`src/rtl/can_txm_pkg.sv`:
```
package can_txm_pkg;

   typedef enum logic [1:0] {
      M_IDLE = 2'd0,
      M_TX   = 2'd1,
      M_FLAG = 2'd2,
      M_LOST = 2'd3
   } txm_mode_e;

   localparam int LEC_W = 3;

   localparam logic [LEC_W-1:0] LEC_NONE  = 3'd0;
   localparam logic [LEC_W-1:0] LEC_STUFF = 3'd1;
   localparam logic [LEC_W-1:0] LEC_BIT1  = 3'd4;
   localparam logic [LEC_W-1:0] LEC_BIT0  = 3'd5;
   localparam logic [LEC_W-1:0] LEC_READ  = 3'd7;

endpackage

```
`src/rtl/can_txm_stuff.sv`:
```
module can_txm_stuff #(
   parameter int RUN_LEN = 5
) (
   input  logic clk,
   input  logic rst_n,
   input  logic load,
   input  logic restart,
   input  logic load_bit,
   output logic need_stuff,
   output logic run_val
);

   localparam int CW = $clog2(RUN_LEN + 1);
   localparam logic [CW-1:0] FULL = CW'(RUN_LEN);

   logic [CW-1:0] cnt_q;
   logic          val_q;

   always_ff @(posedge clk or negedge rst_n) begin
      if (!rst_n) begin
         cnt_q <= '0;
         val_q <= 1'b1;
      end else if (load) begin
         if (restart || (load_bit != val_q)) begin
            cnt_q <= CW'(1);
            val_q <= load_bit;
         end else if (cnt_q != FULL) begin
            cnt_q <= cnt_q + 1'b1;
         end
      end
   end

   assign need_stuff = (cnt_q == FULL);
   assign run_val    = val_q;

endmodule

```
`src/rtl/can_txm_class.sv`:
```
module can_txm_class
   import can_txm_pkg::*;
#(
   parameter bit ARB_STUFF_FREE = 1'b1
) (
   input  logic             chk_en,
   input  logic             drv_bit,
   input  logic             smp_bit,
   input  logic             is_stuff,
   input  logic             in_arb,
   output logic             err,
   output logic [LEC_W-1:0] code,
   output logic             charge,
   output logic             lost
);

   logic mism;
   logic stuff_charge;

   assign mism = chk_en && (drv_bit != smp_bit);

   generate
      if (ARB_STUFF_FREE) begin : g_exempt
         assign stuff_charge = !in_arb;
      end else begin : g_always
         assign stuff_charge = 1'b1;
      end
   endgenerate

   always_comb begin
      err    = 1'b0;
      code   = LEC_NONE;
      charge = 1'b0;
      lost   = 1'b0;
      if (mism) begin
         if (!drv_bit) begin
            err    = 1'b1;
            code   = LEC_BIT0;
            charge = 1'b1;
         end else if (is_stuff) begin
            err    = 1'b1;
            code   = LEC_STUFF;
            charge = stuff_charge;
         end else if (in_arb) begin
            lost   = 1'b1;
         end else begin
            err    = 1'b1;
            code   = LEC_BIT1;
            charge = 1'b1;
         end
      end
   end

endmodule

```
`src/rtl/can_txm_tec.sv`:
```
module can_txm_tec #(
   parameter int W   = 8,
   parameter int INC = 8,
   parameter int DEC = 1
) (
   input  logic         clk,
   input  logic         rst_n,
   input  logic         inc,
   input  logic         dec,
   output logic [W-1:0] tec
);

   localparam logic [W:0] MAXV = {1'b0, {W{1'b1}}};
   localparam logic [W:0] INCV = (W+1)'(INC);
   localparam logic [W:0] DECV = (W+1)'(DEC);

   logic [W-1:0] tec_q;
   logic [W:0]   up;

   assign up = {1'b0, tec_q} + INCV;

   always_ff @(posedge clk or negedge rst_n) begin
      if (!rst_n) begin
         tec_q <= '0;
      end else if (inc) begin
         tec_q <= (up > MAXV) ? MAXV[W-1:0] : up[W-1:0];
      end else if (dec) begin
         tec_q <= ({1'b0, tec_q} > DECV) ? (tec_q - DECV[W-1:0]) : '0;
      end
   end

   assign tec = tec_q;

endmodule

```
`src/rtl/can_tx_bitmon.sv`:
```
module can_tx_bitmon
   import can_txm_pkg::*;
#(
   parameter int RUN_LEN        = 5,
   parameter int FLAG_LEN       = 6,
   parameter int TEC_W          = 8,
   parameter int TEC_INC        = 8,
   parameter int TEC_DEC        = 1,
   parameter bit ARB_STUFF_FREE = 1'b1
) (
   input  logic             clk,
   input  logic             rst_n,
   input  logic             bit_stb,
   input  logic             frm_valid,
   input  logic             frm_bit,
   input  logic             frm_sof,
   input  logic             frm_arb,
   input  logic             frm_last,
   output logic             frm_take,
   input  logic             rx_bit,
   input  logic             lec_rd,
   output logic             tx_bit,
   output logic             arb_lost,
   output logic [LEC_W-1:0] lec,
   output logic             eflag_active,
   output logic [TEC_W-1:0] tec
);

   localparam int FW = (FLAG_LEN > 1) ? $clog2(FLAG_LEN) : 1;
   localparam logic [FW-1:0] FLAG_LOAD = FW'(FLAG_LEN - 1);

   initial begin : p_param_chk
      assert (RUN_LEN >= 2) else $error("RUN_LEN must be at least 2");
      assert (FLAG_LEN >= 1) else $error("FLAG_LEN must be at least 1");
      assert (TEC_INC < (1 << TEC_W)) else $error("TEC_INC exceeds counter range");
      assert (TEC_DEC >= 1) else $error("TEC_DEC must be at least 1");
   end

   txm_mode_e        mode_q, mode_n;
   logic             tx_q, tx_n;
   logic             stuff_q, stuff_n;
   logic             arb_q, arb_n;
   logic             last_q, last_n;
   logic [FW-1:0]    flag_q, flag_n;
   logic [LEC_W-1:0] lec_q;
   logic             lost_q;

   logic             take;
   logic             ld;
   logic             ld_bit;
   logic             rst_run;
   logic             frame_ok;
   logic             accept;
   logic             need_stuff;
   logic             run_val;
   logic             chk_en;
   logic             cls_err;
   logic [LEC_W-1:0] cls_code;
   logic             cls_charge;
   logic             cls_lost;

   assign chk_en = bit_stb && (mode_q == M_TX);

   can_txm_class #(
      .ARB_STUFF_FREE(ARB_STUFF_FREE)
   ) u_class (
      .chk_en  (chk_en),
      .drv_bit (tx_q),
      .smp_bit (rx_bit),
      .is_stuff(stuff_q),
      .in_arb  (arb_q),
      .err     (cls_err),
      .code    (cls_code),
      .charge  (cls_charge),
      .lost    (cls_lost)
   );

   can_txm_stuff #(
      .RUN_LEN(RUN_LEN)
   ) u_stuff (
      .clk       (clk),
      .rst_n     (rst_n),
      .load      (ld),
      .restart   (rst_run),
      .load_bit  (ld_bit),
      .need_stuff(need_stuff),
      .run_val   (run_val)
   );

   can_txm_tec #(
      .W  (TEC_W),
      .INC(TEC_INC),
      .DEC(TEC_DEC)
   ) u_tec (
      .clk  (clk),
      .rst_n(rst_n),
      .inc  (cls_err && cls_charge),
      .dec  (frame_ok),
      .tec  (tec)
   );

   always_comb begin
      mode_n   = mode_q;
      tx_n     = tx_q;
      stuff_n  = stuff_q;
      arb_n    = arb_q;
      last_n   = last_q;
      flag_n   = flag_q;
      take     = 1'b0;
      ld       = 1'b0;
      ld_bit   = 1'b1;
      rst_run  = 1'b0;
      frame_ok = 1'b0;
      accept   = 1'b0;
      if (bit_stb) begin
         unique case (mode_q)
            M_TX: begin
               if (cls_err) begin
                  mode_n  = M_FLAG;
                  flag_n  = FLAG_LOAD;
                  tx_n    = 1'b0;
                  stuff_n = 1'b0;
               end else if (cls_lost) begin
                  mode_n  = M_LOST;
                  tx_n    = 1'b1;
                  stuff_n = 1'b0;
               end else if (last_q) begin
                  frame_ok = 1'b1;
                  mode_n   = M_IDLE;
                  tx_n     = 1'b1;
                  stuff_n  = 1'b0;
                  accept   = 1'b1;
               end else if (need_stuff) begin
                  tx_n    = ~run_val;
                  stuff_n = 1'b1;
                  last_n  = 1'b0;
                  ld      = 1'b1;
                  ld_bit  = ~run_val;
               end else if (frm_valid) begin
                  take    = 1'b1;
                  tx_n    = frm_bit;
                  stuff_n = 1'b0;
                  arb_n   = frm_arb;
                  last_n  = frm_last;
                  ld      = 1'b1;
                  ld_bit  = frm_bit;
               end else begin
                  mode_n  = M_IDLE;
                  tx_n    = 1'b1;
                  stuff_n = 1'b0;
               end
            end
            M_FLAG: begin
               if (flag_q == '0) begin
                  mode_n = M_IDLE;
                  tx_n   = 1'b1;
               end else begin
                  flag_n = flag_q - 1'b1;
               end
            end
            default: accept = 1'b1;
         endcase
         if (accept && frm_valid) begin
            take = 1'b1;
            if (frm_sof) begin
               mode_n  = M_TX;
               tx_n    = frm_bit;
               stuff_n = 1'b0;
               arb_n   = frm_arb;
               last_n  = frm_last;
               ld      = 1'b1;
               ld_bit  = frm_bit;
               rst_run = 1'b1;
            end
         end
      end
   end

   always_ff @(posedge clk or negedge rst_n) begin
      if (!rst_n) begin
         mode_q  <= M_IDLE;
         tx_q    <= 1'b1;
         stuff_q <= 1'b0;
         arb_q   <= 1'b0;
         last_q  <= 1'b0;
         flag_q  <= '0;
      end else begin
         mode_q  <= mode_n;
         tx_q    <= tx_n;
         stuff_q <= stuff_n;
         arb_q   <= arb_n;
         last_q  <= last_n;
         flag_q  <= flag_n;
      end
   end

   always_ff @(posedge clk or negedge rst_n) begin
      if (!rst_n) begin
         lec_q  <= LEC_NONE;
         lost_q <= 1'b0;
      end else begin
         lost_q <= cls_lost;
         if (cls_err) begin
            lec_q <= cls_code;
         end else if (lec_rd) begin
            lec_q <= LEC_READ;
         end
      end
   end

   assign frm_take     = take;
   assign tx_bit       = tx_q;
   assign arb_lost     = lost_q;
   assign lec          = lec_q;
   assign eflag_active = (mode_q == M_FLAG);

endmodule

```
`config.mk`:
```
export PLATFORM = sky130hd
export DESIGN_NAME = can_tx_bitmon
export DESIGN_NICKNAME = d
export VERILOG_FILES = /design/src/rtl/can_txm_pkg.sv /design/src/rtl/can_txm_stuff.sv /design/src/rtl/can_txm_class.sv /design/src/rtl/can_txm_tec.sv /design/src/rtl/can_tx_bitmon.sv
export SDC_FILE = /design/constraint.sdc
export NUM_CORES = 1
export LEC_CHECK = 0
export BUFFER_PORTS_ARGS = -buffer_cell sky130_fd_sc_hd__buf_2
export CORE_MARGIN = 5
export CORE_UTILIZATION = 57
export CTS_CLUSTER_DIAMETER = 30
export CTS_CLUSTER_SIZE = 10
export DETAILED_ROUTE_END_ITERATION = 8
export PLACE_DENSITY = 0.8
export SLEW_MARGIN = 0
export SYNTH_ARGS = -nofsm -noshare
export SYNTH_HDL_FRONTEND = slang
export SYNTH_SLANG_ARGS = --single-unit
```
`constraint.sdc`:
```
create_clock -name clk -period 2.7 [get_ports clk]
set_input_delay 0.27 -clock clk [delete_from_list [all_inputs] [get_ports clk]]
set_output_delay 0.27 -clock clk [all_outputs]
set_load 0.02 [all_outputs]
```
Yosys cells after proc, flatten, opt, wreduce, memory -nomap -nowiden
Index checks and enable logic that the tools add are counted.
- register bits: 25
- bits of input ports: 10
- word-level logic and storage cells: 138
- add/sub/neg operators: 4
- magnitude comparators: 2
- equality and inequality tests: 8
- multiplexer cells: 98
- bitwise gates (word level): 1
- reductions and logical operators: 14
- operators by type and width (kind ; count):
    1-bit 2-to-1 mux ; 72
    8-bit 2-to-1 mux ; 4
    3-bit 2-to-1 mux ; 10
    2-bit 2-to-1 mux ; 8
    8-bit by 4-bit adder with 9-bit output, second input constant ; 1
    9-bit by 8-bit > comparator with 1-bit output, second input constant ; 1
    8-bit by 1-bit > comparator with 1-bit output, second input constant ; 1
    2-bit nonzero test ; 4
    8-bit by 1-bit subtractor with 8-bit output, second input constant ; 1
    3-bit one-hot mux with 2 select lines ; 1
    1-bit logical AND ; 4
    2-bit != test, second input constant ; 2
    1-bit one-hot mux with 2 select lines ; 2
    2-bit one-hot mux with 2 select lines ; 1
    2-bit AND reduction ; 2
    4-bit AND reduction ; 1
    3-bit by 1-bit adder with 3-bit output, second input constant ; 1
    3-bit == test, second input constant ; 1
    3-bit zero test ; 1
    3-bit != test, second input constant ; 1
    3-bit by 1-bit subtractor with 3-bit output, second input constant ; 1
    2-bit by 1-bit == test with 1-bit output, second input constant ; 1
    2-bit == test, second input constant ; 1
    1-bit != test ; 2
    other kinds (3) ; 3

Logic depth before layout (Yosys ltp)
- word-level depth: 15
- gate-level depth with buffers: 10
- gate-level depth less buffers: 8

Cells and area by module
Synthesis repeated with hierarchy kept, for this count alone.
- cell total of the unflattened synthesis: 207
- area total of the unflattened synthesis: 1853.0 um^2
- by module, submodules not included (module ; times used ; cells each ; area each (um^2) ; seq. area each (um^2)):
    can_tx_bitmon ; 1 ; 95 ; 852.1 ; 326.6
    can_txm_tec ; 1 ; 76 ; 679.4 ; 200.2
    can_txm_stuff ; 1 ; 20 ; 226.5 ; 101.3
    can_txm_class ; 1 ; 16 ; 95.1 ; 0.0

Worst setup path before layout
OpenSTA, ideal clock, no wires.
- kind: register to register
- from: reg tx_q (netlist: tx_bit)
- to: reg arb_q
- arrival: 1.900 ns
- required time: 2.575 ns
- path slack: 0.676 ns
- cell stages (with the launch flop): 8
- path buffers: 2
- clock period less this slack: 2.024 ns
- path through: dfstp_2 buf_2 xor2_2 o221ai_2 and3_4 buf_6 o21ai_0 mux2_2
- word-level cells in the longest chain between the ends: 9
- elaborated cells on any way between the ends: 16
- those cells by class: eq/ne (1); mux (13); reduce/logical (2)
- RTL lines (item ; RTL line ; source):
    start: declaration ; can_tx_bitmon.sv:40 ; logic tx_q, tx_n;
    start signal: assignment ; can_tx_bitmon.sv:189 ; tx_q <= tx_n;
    1-bit != test ; can_txm_class.sv:20 ; assign mism = chk_en && (drv_bit != smp_bit);
    1-bit logical AND ; can_txm_class.sv:20 ;
    1-bit 2-to-1 mux ; can_txm_class.sv:35 ; if (mism) begin
    1-bit 2-to-1 mux ; can_tx_bitmon.sv:123 ; end else if (cls_lost) begin
    1-bit 2-to-1 mux ; can_tx_bitmon.sv:118 ; if (cls_err) begin
    1-bit one-hot mux with 2 select lines ; can_tx_bitmon.sv:116 ; unique case (mode_q)
    1-bit 2-to-1 mux ; can_tx_bitmon.sv:115 ; if (bit_stb) begin
    1-bit logical AND ; can_tx_bitmon.sv:163 ; if (accept && frm_valid) begin
    1-bit 2-to-1 mux * ; can_tx_bitmon.sv:163 ;
    end signal: assignment ; can_tx_bitmon.sv:191 ; arb_q <= arb_n;
    end: declaration ; can_tx_bitmon.sv:42 ; logic arb_q, arb_n;
Every way passes the cells marked *; elsewhere a longest branch is shown, timed or not. The select of a mux whose other input is x is not followed.
A chain may end at the register's enable or synchronous reset.

Worst setup path in the final report
- from: reg tx_q (netlist: tx_bit)
- to: out frm_take
- word-level cells in the longest chain between the ends: 10
- elaborated cells on any way between the ends: 16
- those cells by class: eq/ne (1); mux (13); reduce/logical (2)
- RTL lines (item ; RTL line ; source):
    1-bit != test ; can_txm_class.sv:20 ;
    1-bit logical AND ; can_txm_class.sv:20 ;
    1-bit 2-to-1 mux ; can_txm_class.sv:35 ;
    1-bit 2-to-1 mux ; can_tx_bitmon.sv:123 ;
    1-bit 2-to-1 mux ; can_tx_bitmon.sv:118 ;
    1-bit one-hot mux with 2 select lines ; can_tx_bitmon.sv:116 ;
    1-bit 2-to-1 mux ; can_tx_bitmon.sv:115 ;
    1-bit logical AND ; can_tx_bitmon.sv:163 ;
    1-bit 2-to-1 mux * ; can_tx_bitmon.sv:163 ;
    1-bit 2-to-1 mux * ; can_tx_bitmon.sv:115 ;
    end: declaration ; can_tx_bitmon.sv:19 ; output logic frm_take,
Marks and branches as above.

==> results by stage <==
Run status:
- The run finished with clean final reports.

Timing:
- The worst-case headroom to the max-slew limit is 0.637.
- Summed over all failing endpoints, the final setup total negative slack is 0 ns.
- The time the worst path needs with I/O delays and setup is 2.25 ns.
- Once routing completed, OpenROAD measured the worst setup slack at 0.453 ns.
- The final hold violation count is 0.
- Setup repair after global routing left no endpoint under its margin.
- The achievable frequency is 445 MHz.
- The tightest hold margin is 0.190 ns.
- Setup violations remaining at the end of the flow were counted as 0.
- Dividing the final minimum period by the clock period gives 0.832.
- The worst setup skew after layout is 0.00187 ns.
- At the pin with the least slew margin, the transition time is about 0.54 ns.
- The max-slew violation count came to 0.

Pwr:
- The largest vdd supply drop is 0.453 mV.
- The share of total power dissipated in sequential elements is 0.391.
- The sum of internal, switching and leakage power is ~1800 uW.
- The switching fraction of total power is 0.468.
- Dividing total power by cell area gives a power density of about 930 nW/um^2.
- The internal portion of the total power is 950 uW.
- Of the total power, combinational logic draws 0.517.
- For this design the static power due to leakage is around 0.00084 uW.
- The share of total power dissipated in the clock network is 0.092.
- The analysis attributes to net switching a power of 837 uW.

Synthesis:
- The cell area after technology mapping is between 1500 and 2000 um^2.
- The share of the synthesized netlist area taken by xor and xnor gates is 0.0242.
- Yosys mapped a number of flops with a built-in enable equal to 0.
- The compound-cell area share of the yosys netlist is 0.227.
- Each instance of the synthesized netlist takes up on average 8.74 um^2.
- The Yosys warning count is 0.
- After synthesis the netlist holds a flip-flop and latch count of 25.
- The distinct cell type count after synthesis is 51.
- The number of nets in the synthesized netlist is roughly 220.
- Measured against the total synthesized area, the mux share comes to 0.0235.
- The share of synthesized cell area in full adder, half adder and majority cells is 0.0855.
- The simple-gate share of the synthesized area is 0.235.
- For this run, the register share of the synthesized area comes to 0.358.
- The most used flip-flop cell after synthesis is dfrtp_1.
- Counting flops with an async set or reset pin after synthesis yields a share of 1.00.
- The dominant combinational cell family by area after synthesis is simple AND/OR/NAND/NOR gates.
- The synthesized instance count is 201.

Route:
- The first TritonRoute pass finished after 4 iterations.
- In the routed layout, each cell is associated on average with a via count of 6.13.
- The total number of vias is 1569.
- After detailed routing, the average wire length per cell comes to 14.1 um.
- The number of antenna-violating nets in the routed design is 0.
- For this block, the routed nets add up to 3.61 mm of wire.
- For this block, the initial DRC count from the detailed router was 81.
- The residual DRC count is 0.

Worst hold path:
- The worst hold path was traced through 2 stages.
- In this run the worst hold path is classified as primary input to flip-flop.

Layout:
- The top cell types in the final layout, fill and taps aside, are 24 x buf_2, 23 x dfrtp_1, 19 x nand2_1, 15 x nor2_1, 14 x o21ai_0.
- The filler cell count in the final layout is 266.
- The fraction of layout cells with a size suffix above 1 is 0.175.
- The net count of the finished layout is 246.
- The count of cells in the finished layout, fillers not included, comes to between 200 and 300.
- The most common library cell in the layout ignoring fill and taps is buf_2.
- The layout overhead on the synthesized area is 9.12%.
- The final antenna diode count is 0.

Worst setup path:
- The data required time at the worst endpoint is 2.43 ns.
- STA puts the critical path data arrival time at just under 2 ns.
- For the worst flop-to-flop path, the logic depth is 8.
- The maximum cell stage delay along the critical path is 0.67 ns.
- The cell family contributing the most delay on the critical path is flip-flops.
- STA classifies the critical path endpoint as an output pin.
- The critical path depth in cells is 6.
- The startpoint kind of the worst setup timing path is a flip-flop.
- The critical path buffer and inverter count is 1.
- The slowest cell on the critical path is dfstp_2.
- The maximum net fanout on the critical path is 10.
- Traced cell by cell, the critical path runs through xnor2_1, o21ai_1, nor3_1, a21oi_1, nor2_1, buf_2.
- The path type of the worst setup path is flip-flop to output pin.

Clock tree:
- Clock-pin slew was measured on the worst setup and hold paths at 0.13 ns.
- The total setup buffers inserted after CTS is 0.
- The clock net sink count is 25.
- The number of buffers inserted during clock tree synthesis is 3.
- CTS built an H-tree with a depth of 1.
- Once the clock tree was built, the resizer swapped 0 gates to a different size.
- No sink is reached through more buffers than the 2 on the longest clock path.
- At the later pin of the worst-skew pair, clock insertion delay measures roughly 0.30 ns.
- In this run the clock root is driven by a clkbuf_4.
- TritonCTS built the clock tree.
- The number of buffers inserted by hold repair at cts is 1.

Floorplanning:
- The floorplan step defined a core boundary enclosing 3000 um^2.
- The initial core utilization is 0.585.
- The overall die area is 4290 um^2.
- The number of cell rows is 20.
- Measured along the x axis, the die boundary spans 65.5 um.
- The total I/O pin count is 25.
- The die is approximately 66 um tall.

Placement:
- The worst setup timing slack at the placement stage is 0.613 ns.
- The count of port buffers added during placement is 24.
- Counting tap cells, the placed design contains a total of between 200 and 300 instances.
- Routability-driven placement finished with a final weighted congestion of 0.897.
- Detailed placement finished with a half-perimeter wire length of ~2.8 mm.

GRT:
- Entering global routing, the biggest net connects 26 pins.
- The via count of the first global-routing pass is 1401.
- Across every metal layer, demand over resource in global routing totals 0.177.
- Summed over all layers, the global routing overflow is 0.
- The number of antenna violations at the first check in global routing is 0.
- The first global-routing pass estimated 6.17 mm of wire.

Job:
- Across the run, the number of max-cap violations was 0.
-- cell usage after synthesis (2+ instances only) --
library cell,n,area [um^2]
a211oi_1,2,15.0
o311ai_0,2,17.5
nor3b_1,3,22.5
o22ai_1,3,18.8
nand2_1,19,71.3
o21ai_0,14,70.1
o211ai_1,2,15.0
and2_1,2,12.5
nand3b_1,3,22.5
dfstp_2,2,52.6
nand3_1,10,50.1
o21a_1,2,15.0
mux2i_1,3,30.0
nor2b_1,5,31.3
xnor2_1,3,26.3
nand2b_1,3,18.8
nor4_1,2,12.5
o21ai_1,3,15.0
dfrtp_1,23,576
buf_2,3,15.0
nand4_1,2,12.5
inv_1,12,45.0
and3_1,2,12.5
a22o_1,2,17.5
nor3_1,7,35.0
o21bai_1,2,15.0
ha_1,12,150
a22oi_1,4,30.0
clkbuf_1,3,11.3
a21oi_1,9,45.0
nor2_1,15,56.3
o221ai_1,2,17.5
or2_2,2,12.5
-- cell type report --
| type | instances | area (um^2) | area share |
|---|---|---|---|
| multi-input cells | 157 | 1050 | 0.546 |
| flip-flops and latches | 25 | 628 | 0.328 |
| repair buffers | 25 | 130 | 0.0679 |
| inverters | 12 | 45.0 | 0.0235 |
| well taps | 33 | 41.3 | 0.0215 |
| clock buffers | 4 | 26.3 | 0.0137 |
-- worst reg2reg max path, cell delays in order, from the launching register on --
cell and delay, ns:
dfrtp_1 0.48, inv_1 0.12, ha_1 0.31, and3b_1 0.15, nor4_1 0.06, mux2i_1 0.14, nor2b_1 0.06, o21ai_1 0.45
o311ai_0 0.24
-- layer usage --
| metal | track usage | part of all wire | wire length (um) |
|---|---|---|---|
| met1 | 0.255 | 0.50 | 1800 |
| met5 | 0 | 0 | 0 |
| met2 | 0.281 | 0.45 | 1620 |
| met3 | 0.0308 | 0.053 | 193 |
| met4 | 0.0311 | 0 | 0 |
-- sequential cells by signal (all words and copies together) (netlist names) --
name	cells
u_tec.tec	8
flag_q	3
lec	3
u_stuff.cnt_q	3
mode_q	2
arb_lost	1
arb_q	1
last_q	1
stuff_q	1
tx_bit	1
u_stuff.run_val	1
-- final timing paths --
| check | slack [ns] | to | start |
|---|---|---|---|
| setup / recovery | 0.45 | frm_take | tx_bit |
| setup reg to reg | 0.54 | u_tec.tec[7] | u_tec.tec[3] |
| hold reg to reg | 0.52 | lec[1] | lec[1] |
| min in group asynchronous | 0.46 | flag_q[1] | rst_n |
| hold / removal | 0.19 | arb_q | frm_arb |
| max in group asynchronous | 1.87 | u_stuff.run_val | rst_n |
-- power groups by stage --
stage | logic (uW) | registers, uW | clock network [uW]
after CTS | 922 | 695 | 174
after global routing | 1030 | 726 | 192
after floorplan | 694 | 704 | 0
after global placement | 908 | 699 | 0
final | 923 | 699 | 165
after detailed placement | 915 | 704 | 0
-- stage by stage --
stage | util | instance area (um^2)
2_1_floorplan | - | 1760
3_3_place_gp | 0.626 | 1880
4_1_cts | 0.638 | 1920
5_1_grt | 0.638 | 1920
3_5_place_dp | 0.626 | 1880
6_report | 0.638 | 1920
-- kinds of logic after synthesis --
logic type      after synthesis
fa+ha+maj                    12
compound gates               57
xor+xnor                      4
mux                           4
flops                        25
simple gates                 80
buf+inv                      19
Power figures use the tool's default switching activity.
